[src/rtl/exc_pkg.sv]
package exc_pkg;
  typedef enum logic [1:0] {
    CAUSE_TRAP   = 2'b00,
    CAUSE_NMI    = 2'b01,
    CAUSE_BUSERR = 2'b10,
    CAUSE_IRQ    = 2'b11
  } cause_e;

  typedef enum logic [4:0] {
    ST_IDLE  = 5'b00001,
    ST_SAVE  = 5'b00010,
    ST_SHIFT = 5'b00100,
    ST_FETCH = 5'b01000,
    ST_WAIT  = 5'b10000
  } state_e;

  localparam int FLAG_U_BIT  = 8;
  localparam int CCS_SHIFT   = 10;
  localparam int CCS_KEEP    = 2;
endpackage

[src/rtl/exc_vec_route.sv]
module exc_vec_route
  import exc_pkg::*;
#(
  parameter int XLEN  = 32,
  parameter int VEC_W = 8,
  parameter int DS_W  = 2
) (
  input  cause_e             cause,
  input  logic [VEC_W-1:0]   vec_in,
  input  logic [XLEN-1:0]    pc,
  input  logic [DS_W-1:0]    dslot,
  output logic [VEC_W-1:0]   vec_out,
  output logic [XLEN-1:0]    ret_addr,
  output logic               is_nmi
);
  always_comb begin
    is_nmi   = (cause == CAUSE_NMI);
    vec_out  = is_nmi ? '0 : vec_in;
    ret_addr = pc - XLEN'(dslot);
  end
endmodule

[src/rtl/exc_status_calc.sv]
module exc_status_calc
  import exc_pkg::*;
#(
  parameter int XLEN  = 32,
  parameter int VEC_W = 8
) (
  input  logic [XLEN-1:0]  ccs_in,
  input  logic             clr_m,
  input  logic [VEC_W-1:0] vec,
  output logic [XLEN-1:0]  ccs_out,
  output logic [XLEN-1:0]  exs_out,
  output logic             user_mode
);
  localparam logic [XLEN-1:0] KEEP_MASK = {{CCS_KEEP{1'b1}}, {(XLEN-CCS_KEEP){1'b0}}};
  localparam logic [XLEN-1:0] M_MASK    = {2'b01, {(XLEN-2){1'b0}}};

  logic [XLEN-1:0] ccs_m;
  logic [7:0]      idx;

  always_comb begin
    ccs_m     = clr_m ? (ccs_in & ~M_MASK) : ccs_in;
    ccs_out   = (ccs_m & KEEP_MASK) | ((ccs_m << CCS_SHIFT) & ~KEEP_MASK);
    idx       = 8'(vec);
    exs_out   = {{(XLEN-16){1'b0}}, idx, 8'h00};
    user_mode = ccs_in[FLAG_U_BIT];
  end
endmodule

[src/rtl/exc_entry_seq.sv]
module exc_entry_seq
  import exc_pkg::*;
#(
  parameter int XLEN  = 32,
  parameter int VEC_W = 8,
  parameter int DS_W  = 2
) (
  input  logic             clk,
  input  logic             rst_n,
  input  logic             req_valid,
  output logic             req_ready,
  input  logic [1:0]       req_cause,
  input  logic [VEC_W-1:0] req_vector,
  input  logic [XLEN-1:0]  cur_pc,
  input  logic [XLEN-1:0]  cur_ccs,
  input  logic [XLEN-1:0]  cur_sp,
  input  logic [XLEN-1:0]  cur_ksp,
  input  logic [XLEN-1:0]  cur_ebp,
  input  logic [DS_W-1:0]  cur_dslot,
  output logic             busy,
  output logic             commit,
  output logic             erp_we,
  output logic [XLEN-1:0]  erp_val,
  output logic             nrp_we,
  output logic [XLEN-1:0]  nrp_val,
  output logic [XLEN-1:0]  ccs_val,
  output logic [XLEN-1:0]  exs_val,
  output logic             sp_swap,
  output logic [XLEN-1:0]  sp_val,
  output logic [XLEN-1:0]  usp_val,
  output logic             rd_valid,
  input  logic             rd_ready,
  output logic [XLEN-1:0]  rd_addr,
  input  logic             rd_rvalid,
  input  logic [XLEN-1:0]  rd_rdata,
  output logic             pc_we,
  output logic [XLEN-1:0]  pc_val,
  output logic             done
);
  state_e state, nxt;

  cause_e           cause_q;
  logic [VEC_W-1:0] vin_q, vec_q;
  logic [XLEN-1:0]  pc_q, ccs_q, sp_q, ksp_q, ebp_q;
  logic [DS_W-1:0]  ds_q;
  logic [XLEN-1:0]  ret_q, exs_q, ccs_new_q, sp_new_q, usp_new_q, addr_q;
  logic             nmi_q, swap_q, commit_q;

  logic [VEC_W-1:0] vec_c;
  logic [XLEN-1:0]  ret_c, ccs_c, exs_c;
  logic             nmi_c, user_c;

  exc_vec_route #(.XLEN(XLEN), .VEC_W(VEC_W), .DS_W(DS_W)) u_route (
    .cause    (cause_q),
    .vec_in   (vin_q),
    .pc       (pc_q),
    .dslot    (ds_q),
    .vec_out  (vec_c),
    .ret_addr (ret_c),
    .is_nmi   (nmi_c)
  );

  exc_status_calc #(.XLEN(XLEN), .VEC_W(VEC_W)) u_status (
    .ccs_in    (ccs_q),
    .clr_m     (nmi_q),
    .vec       (vec_q),
    .ccs_out   (ccs_c),
    .exs_out   (exs_c),
    .user_mode (user_c)
  );

  assign req_ready = (state == ST_IDLE);
  assign busy      = (state != ST_IDLE);
  assign rd_valid  = (state == ST_FETCH) && !commit_q;
  assign rd_addr   = addr_q;
  assign pc_we     = (state == ST_WAIT) && rd_rvalid;
  assign done      = pc_we;
  assign pc_val    = rd_rdata;

  assign commit  = commit_q;
  assign erp_we  = commit_q && !nmi_q;
  assign nrp_we  = commit_q && nmi_q;
  assign erp_val = ret_q;
  assign nrp_val = ret_q;
  assign ccs_val = ccs_new_q;
  assign exs_val = exs_q;
  assign sp_swap = commit_q && swap_q;
  assign sp_val  = sp_new_q;
  assign usp_val = usp_new_q;

  always_comb begin
    nxt = state;
    case (state)
      ST_IDLE:  if (req_valid) nxt = ST_SAVE;
      ST_SAVE:  nxt = ST_SHIFT;
      ST_SHIFT: nxt = ST_FETCH;
      ST_FETCH: if (rd_valid && rd_ready) nxt = ST_WAIT;
      ST_WAIT:  if (rd_rvalid) nxt = ST_IDLE;
      default:  nxt = ST_IDLE;
    endcase
  end

  always_ff @(posedge clk or negedge rst_n) begin
    if (!rst_n) begin
      state     <= ST_IDLE;
      cause_q   <= CAUSE_TRAP;
      vin_q     <= '0;
      vec_q     <= '0;
      pc_q      <= '0;
      ccs_q     <= '0;
      sp_q      <= '0;
      ksp_q     <= '0;
      ebp_q     <= '0;
      ds_q      <= '0;
      ret_q     <= '0;
      exs_q     <= '0;
      ccs_new_q <= '0;
      sp_new_q  <= '0;
      usp_new_q <= '0;
      addr_q    <= '0;
      nmi_q     <= 1'b0;
      swap_q    <= 1'b0;
      commit_q  <= 1'b0;
    end else begin
      state    <= nxt;
      commit_q <= 1'b0;
      case (state)
        ST_IDLE: if (req_valid) begin
          cause_q <= cause_e'(req_cause);
          vin_q   <= req_vector;
          pc_q    <= cur_pc;
          ccs_q   <= cur_ccs;
          sp_q    <= cur_sp;
          ksp_q   <= cur_ksp;
          ebp_q   <= cur_ebp;
          ds_q    <= cur_dslot;
        end
        ST_SAVE: begin
          ret_q <= ret_c;
          vec_q <= vec_c;
          nmi_q <= nmi_c;
        end
        ST_SHIFT: begin
          ccs_new_q <= ccs_c;
          exs_q     <= exs_c;
          swap_q    <= user_c;
          usp_new_q <= sp_q;
          sp_new_q  <= user_c ? ksp_q : sp_q;
          addr_q    <= ebp_q + (XLEN'(vec_q) << 2);
          commit_q  <= 1'b1;
        end
        default: ;
      endcase
    end
  end
endmodule

[config.mk]
export PLATFORM = sky130hd
export DESIGN_NAME = exc_entry_seq
export DESIGN_NICKNAME = d
export VERILOG_FILES = /design/src/rtl/exc_pkg.sv /design/src/rtl/exc_vec_route.sv /design/src/rtl/exc_status_calc.sv /design/src/rtl/exc_entry_seq.sv
export SDC_FILE = /design/constraint.sdc
export NUM_CORES = 1
export LEC_CHECK = 0
export CAP_MARGIN = 15
export CORE_MARGIN = 2
export CORE_UTILIZATION = 26
export CTS_CLUSTER_DIAMETER = 150
export DETAILED_ROUTE_END_ITERATION = 12
export PLACE_DENSITY = 0.56
export SLEW_MARGIN = 10
export SYNTH_ARGS = -nofsm -noshare
export SYNTH_HDL_FRONTEND = slang
export SYNTH_SLANG_ARGS = --single-unit
[constraint.sdc]
create_clock -name clk -period 2.3 [get_ports clk]
set_clock_uncertainty 0.2 [all_clocks]
set_input_delay 0.23 -clock clk [delete_from_list [all_inputs] [get_ports clk]]
set_output_delay 0.23 -clock clk [all_outputs]
set_load 0.05 [all_outputs]
# Word-level counts from Yosys, hierarchy flattened
# Cells that the tools add are included.
# totals
regBits	356
latchBits	0
ramBits	0
mem_bits_ro	0
inputBits	209
out_inout_bits	265
elab_cells	50
memories	0
# classes
add_sub_neg	2
mul	0
div	0
magnitude_cmp	0
eq_ne	10
n_shift	0
mux	8
bitwise	1
n_reduce_logical	10
# ops
cell	n
32-bit by 10-bit adder with 32-bit output	1
32-bit two-way mux	1
32-bit by 30-bit OR with 32-bit output	1
32-bit by 2-bit subtractor with 32-bit output	1
31-bit two-way mux	1
5-bit case mux with 5 select lines	1
5-bit two-way mux	3
8-bit two-way mux	1
1-bit logical AND	6
5-bit by 1-bit == test with 1-bit output (second input constant)	1
5-bit by 2-bit == test with 1-bit output (second input constant)	1
5-bit by 3-bit == test with 1-bit output (second input constant)	1
5-bit by 4-bit == test with 1-bit output (second input constant)	1
5-bit == test (second input constant)	1
5-bit by 1-bit inequality test with 1-bit output (second input constant)	1
2-bit inequality test (second input constant)	2
3-bit AND reduction	1
2-bit by 1-bit == test with 1-bit output (second input constant)	1
1-bit logical NOT	2
2-bit by 1-bit inequality test with 1-bit output (second input constant)	1
2-bit AND reduction	1
1-bit two-way mux	1

# Depth between registers and ports, before layout
# depth
ltp_word	5
depth_mapped	9
mapped_depth_nobuf	8

# Cells and area by module
# A second synthesis with hierarchy kept.
# unflattened
hier_cells	1578
hier_area_um2	17536.8
# modules_own_cells
module	instances	cells_each	area_per_inst_um2	seq_area_each_um2
exc_entry_seq	1	1407	16238.1	9510.4
exc_vec_route	1	105	800.8	0.0
exc_status_calc	1	66	498.0	0.0

# Worst setup path before layout
# OpenSTA, ideal clock, no wires.
# synth_timing
path_type	register to register
start	register pc_q[0]
end	register ret_q[16] (netlist: erp_val[16])
setup_ns	0.129
t_arrival_ns	2.131
required_time_ns	1.971
slack_ns	-0.160
path_stages_with_launch	10
n_path_buf	1
synth_period_minus_slack_ns	2.460
path_cell_list	dfrtp_1 inv_1 ha_1 fa_1 or4b_1 nand4bb_1 clkbuf_1 nor4_1 xnor2_1 o21ai_1
# synth_between
elab_chain_len	1
# synth_rtl
item	line	text
start, declared	exc_entry_seq.sv:44	logic [XLEN-1:0] pc_q, ccs_q, sp_q, ksp_q, ebp_q;
start signal, assigned	exc_entry_seq.sv:131	pc_q <= cur_pc;
32-bit by 2-bit subtractor with 32-bit output	exc_vec_route.sv:19	ret_addr = pc - XLEN'(dslot);
end signal, assigned	exc_entry_seq.sv:139	ret_q <= ret_c;
end, declared	exc_entry_seq.sv:46	logic [XLEN-1:0] ret_q, exs_q, ccs_new_q, sp_new_q, usp_new_q, addr_q;
# No other way between the ends.
# A chain may end at the register's enable or synchronous reset.

# Worst setup path in the final report
# layout_timing
start	register pc_q[0]
end	register ret_q[24] (netlist: erp_val[24])
# Same word-level chain as after synthesis.

==> results.cfg <==
[outcome]
status = complete, but fails checks
failed_checks = setup timing

[placed_design]
globalplace.congestion = 0.830
dpl.cell_count = 2714
dp_slack_ps = -165
portBuffers = 365
place_area_sq_mm = 0.0194
place_hpwl_um = 32500

[clock_tree]
cts.sinks = 335
cts_tree = built
worst_skew_pair.late_latency_ps = 540
h-tree-depth = 2
clk_pin_slew_worst_paths_ps = 60
cts_made_buffers = 40
clockBufferDepth = 3
cts.root.buffer_cell = clkbuf_16

[sta]
hold_viol = 0
fmax_mhz = 414
drv_slew = 0
fin_ws_ps = -114
finalSetupViolations = 10
period_needed_ps = 2410
slew_headroom_pct = 55.5
fin_crit_sh_pct = 105
rsz0062_at_grt = true
tightest_slew_ps = 671

[floorplan]
initial_core_util_pct = 26.4
core_area_sq_mm = 0.0565
dieHeight_um = 243
die_w_um = 243
core.rowCount = 87
die_area_sq_mm = 0.0592
num_io_pins = 474

[global_routing]
grt_pass1_wl_um = 72700
antenna_found_initial = 2
first_global_vias = 12800
grt_usage_pct = 15.5
use_met3_pct = 2.93
grt-busiest-layer = met2
grt_max_degree = 100
overflow = 0
use_met2_pct = 26.4
grtUsageMet1_pct = 19.3

[worst_setup_path]
criticalPathCategory = reg -> reg
reg2reg_to = erp_val[24]$_DFFE_PN0P_
endpoint_kind = register
startpoint_type = register
worstPathArrival_ps = 2630
worst-path-max-fanout = 4
ff2ff_path_depth = 9
required_ps = 2510
timing.rr.start = pc_q[0]$_DFFE_PN0P_
reg2reg_slack_ps = -110

[logic_synthesis]
yosysWarnings = 0
synth_area_leaders = dfrtp_1 56%, nand2_1 19%, buf_4 5.0%, o21ai_0 3.5%, mux2i_1 2.2%
synthArstFlopShare_pct = 100
avgSynthCellArea_sq_um = 8.93
yosys_register_bits = 335
synth_edf_count = 0
yosys.area.top_type = dfrtp_1
ys.flop_type = dfrtp_1
syn_inst = 1667
ys_seq_area_share_pct = 56.3
syn_area_sq_mm = 0.0149
yosys.cell_types.count = 53
synth_top_area_share_pct = 56.1

[drt]
drt-total-wl_um = 46600
drc = 0
first_iter_violations = 542
route.vias.total = 12400
detail-route-antenna-nets = 0
routed_via_density = 4.33
drt_first_pass_iters = 5
wl_per_cell_um = 16.3

[cells_and_area]
finalNetCount = 2303
drive_above_1_share_pct = 9.62
syn_to_final_growth_pct = 46.5
design_area_sq_mm = 0.0218
final_cell_mix = 771 x nand2_1, 350 x clkdlybuf4s50_1, 333 x dfrtp_1
layout_commonest_cell = nand2_1
fin_cells = 2868

[hold_path]
hp-class = in -> reg
holdPathStages = 3
hold_path_startpoint = cur_ebp[20]
holdPathEnd = ebp_q[20]$_DFFE_PN0P_

[job]
drv_cap = 0

[power_and_ir_drop]
leakagePower_nw = 10.3
peakVddDrop_v = 0.000835
power_density_mw_per_mm2 = 1520
==> cells in the mapped netlist, types with 2 or more instances <==
library cell,count
or3_1,7
a211oi_1,4
buf_4,100
nor3_1,11
xor2_1,27
nand3_1,11
ha_1,10
nor2b_1,6
a21oi_1,6
and3_1,3
or4_1,4
nand4_1,10
nor4_2,4
nor4_1,4
o21ai_1,6
dfrtp_1,334
fa_1,2
inv_2,2
inv_1,14
nand2b_1,3
xnor2_1,21
and2_1,3
nand2_1,772
clkbuf_1,76
mux2i_1,33
nand4bb_1,2
nand3b_1,4
o21ai_0,103
a21o_1,4
a21boi_0,2
buf_1,7
a31oi_1,6
nor2_1,27
o31ai_1,2
o21a_1,3
o211ai_1,12
o2111ai_1,6
==> report_power, final <==
part	leakage, nW	internal, mW	switching, mW
Combinational	5.34	5.74	10.4
Clock	0.652	3.90	2.50
Sequential	4.28	8.56	2.04
Total	10.3	18.2	14.9
==> final cells by class <==
type	instances	area (sq um)
antenna	1	2.50
sequential	335	8390
fill	5629	34700
clock inverter	11	136
clock buffer	60	1190
inverter	16	65.1
multi-input combinational	1165	5780
tap	756	946
timing repair buffer	524	5300
==> per-stage QoR <==
step	TNS [ps]	hold WS, ps	total power, mW	util [%]
after global placement	-1100	-48.8	26.2	34.4
after global routing	-1820	16.6	35.2	38.6
after floorplan	-144	-266	20.7	-
after CTS	-842	0.0169	33.3	38.3
after detailed placement	-1320	-47.0	26.5	34.4
final	-813	35.0	33.1	38.6
==> state kept, by name (all words and copies together), names as in the netlist <==
name and count:
cause_q 2, ccs_q 22, ccs_val 22, commit 1
ds_q 2, ebp_q 32, erp_val 32, exs_val 8
ksp_q 32, nmi_q 1, pc_q 32, rd_addr 32
sp_q 32, sp_val 32, state 5, usp_val 32
vec_q 8, vin_q 8
==> worst max-delay path: stages, from the launching register on <==
cell	delay [ps]
dfrtp_1	370
inv_2	70
ha_4	140
fa_2	200
or4b_4	480
nand4bb_4	270
clkbuf_16	210
nor4_4	140
xnor2_1	140
o21ai_1	70
==> timing repair <==
action	CTS	global route
buffers inserted	2	5
gates resized for setup	28	30
hold buffers	74	0
gates cloned	1	0
setup endpoints to repair	21	41
hold endpoints to repair	354	0
pin swaps	14	10
==> kinds of logic after synthesis <==
| family | count (synthesis) | synth area share (%) |
|---|---|---|
| AOI/OAI and AO/OA | 158 | 6.08 |
| xor gates and xnor gates | 48 | 2.82 |
| adders and majority gates | 12 | 1.11 |
| buffers and inverters | 200 | 7.57 |
| DFF | 335 | 56.3 |
| muxes | 34 | 2.29 |
| other | 1 | 0.0252 |
| and+or+nand+nor | 879 | 23.8 |
==> per-layer routing <==
metal	up-vias	wire, um
li1	6023	-
met1	6035	19700
met2	284	23200
met3	80	2320
met4	2	1460
met5	-	13
==> worst max-delay path by stage <==
stage                         from                      end  slack [ps]  depth (start not counted)
3_3_place_gp   pc_q[0]$_DFFE_PN0P_  erp_val[16]$_DFFE_PN0P_        -160                          9
4_1_cts        pc_q[0]$_DFFE_PN0P_  erp_val[30]$_DFFE_PN0P_        -130                          9
6_report       pc_q[0]$_DFFE_PN0P_  erp_val[24]$_DFFE_PN0P_        -110                          9
5_1_grt        pc_q[0]$_DFFE_PN0P_  erp_val[28]$_DFFE_PN0P_        -210                          9
2_1_floorplan  pc_q[0]$_DFFE_PN0P_  erp_val[16]$_DFFE_PN0P_         -40                          9
3_5_place_dp   pc_q[0]$_DFFE_PN0P_  erp_val[16]$_DFFE_PN0P_        -160                          9
Note: power is estimated with default switching activity, not from simulation.
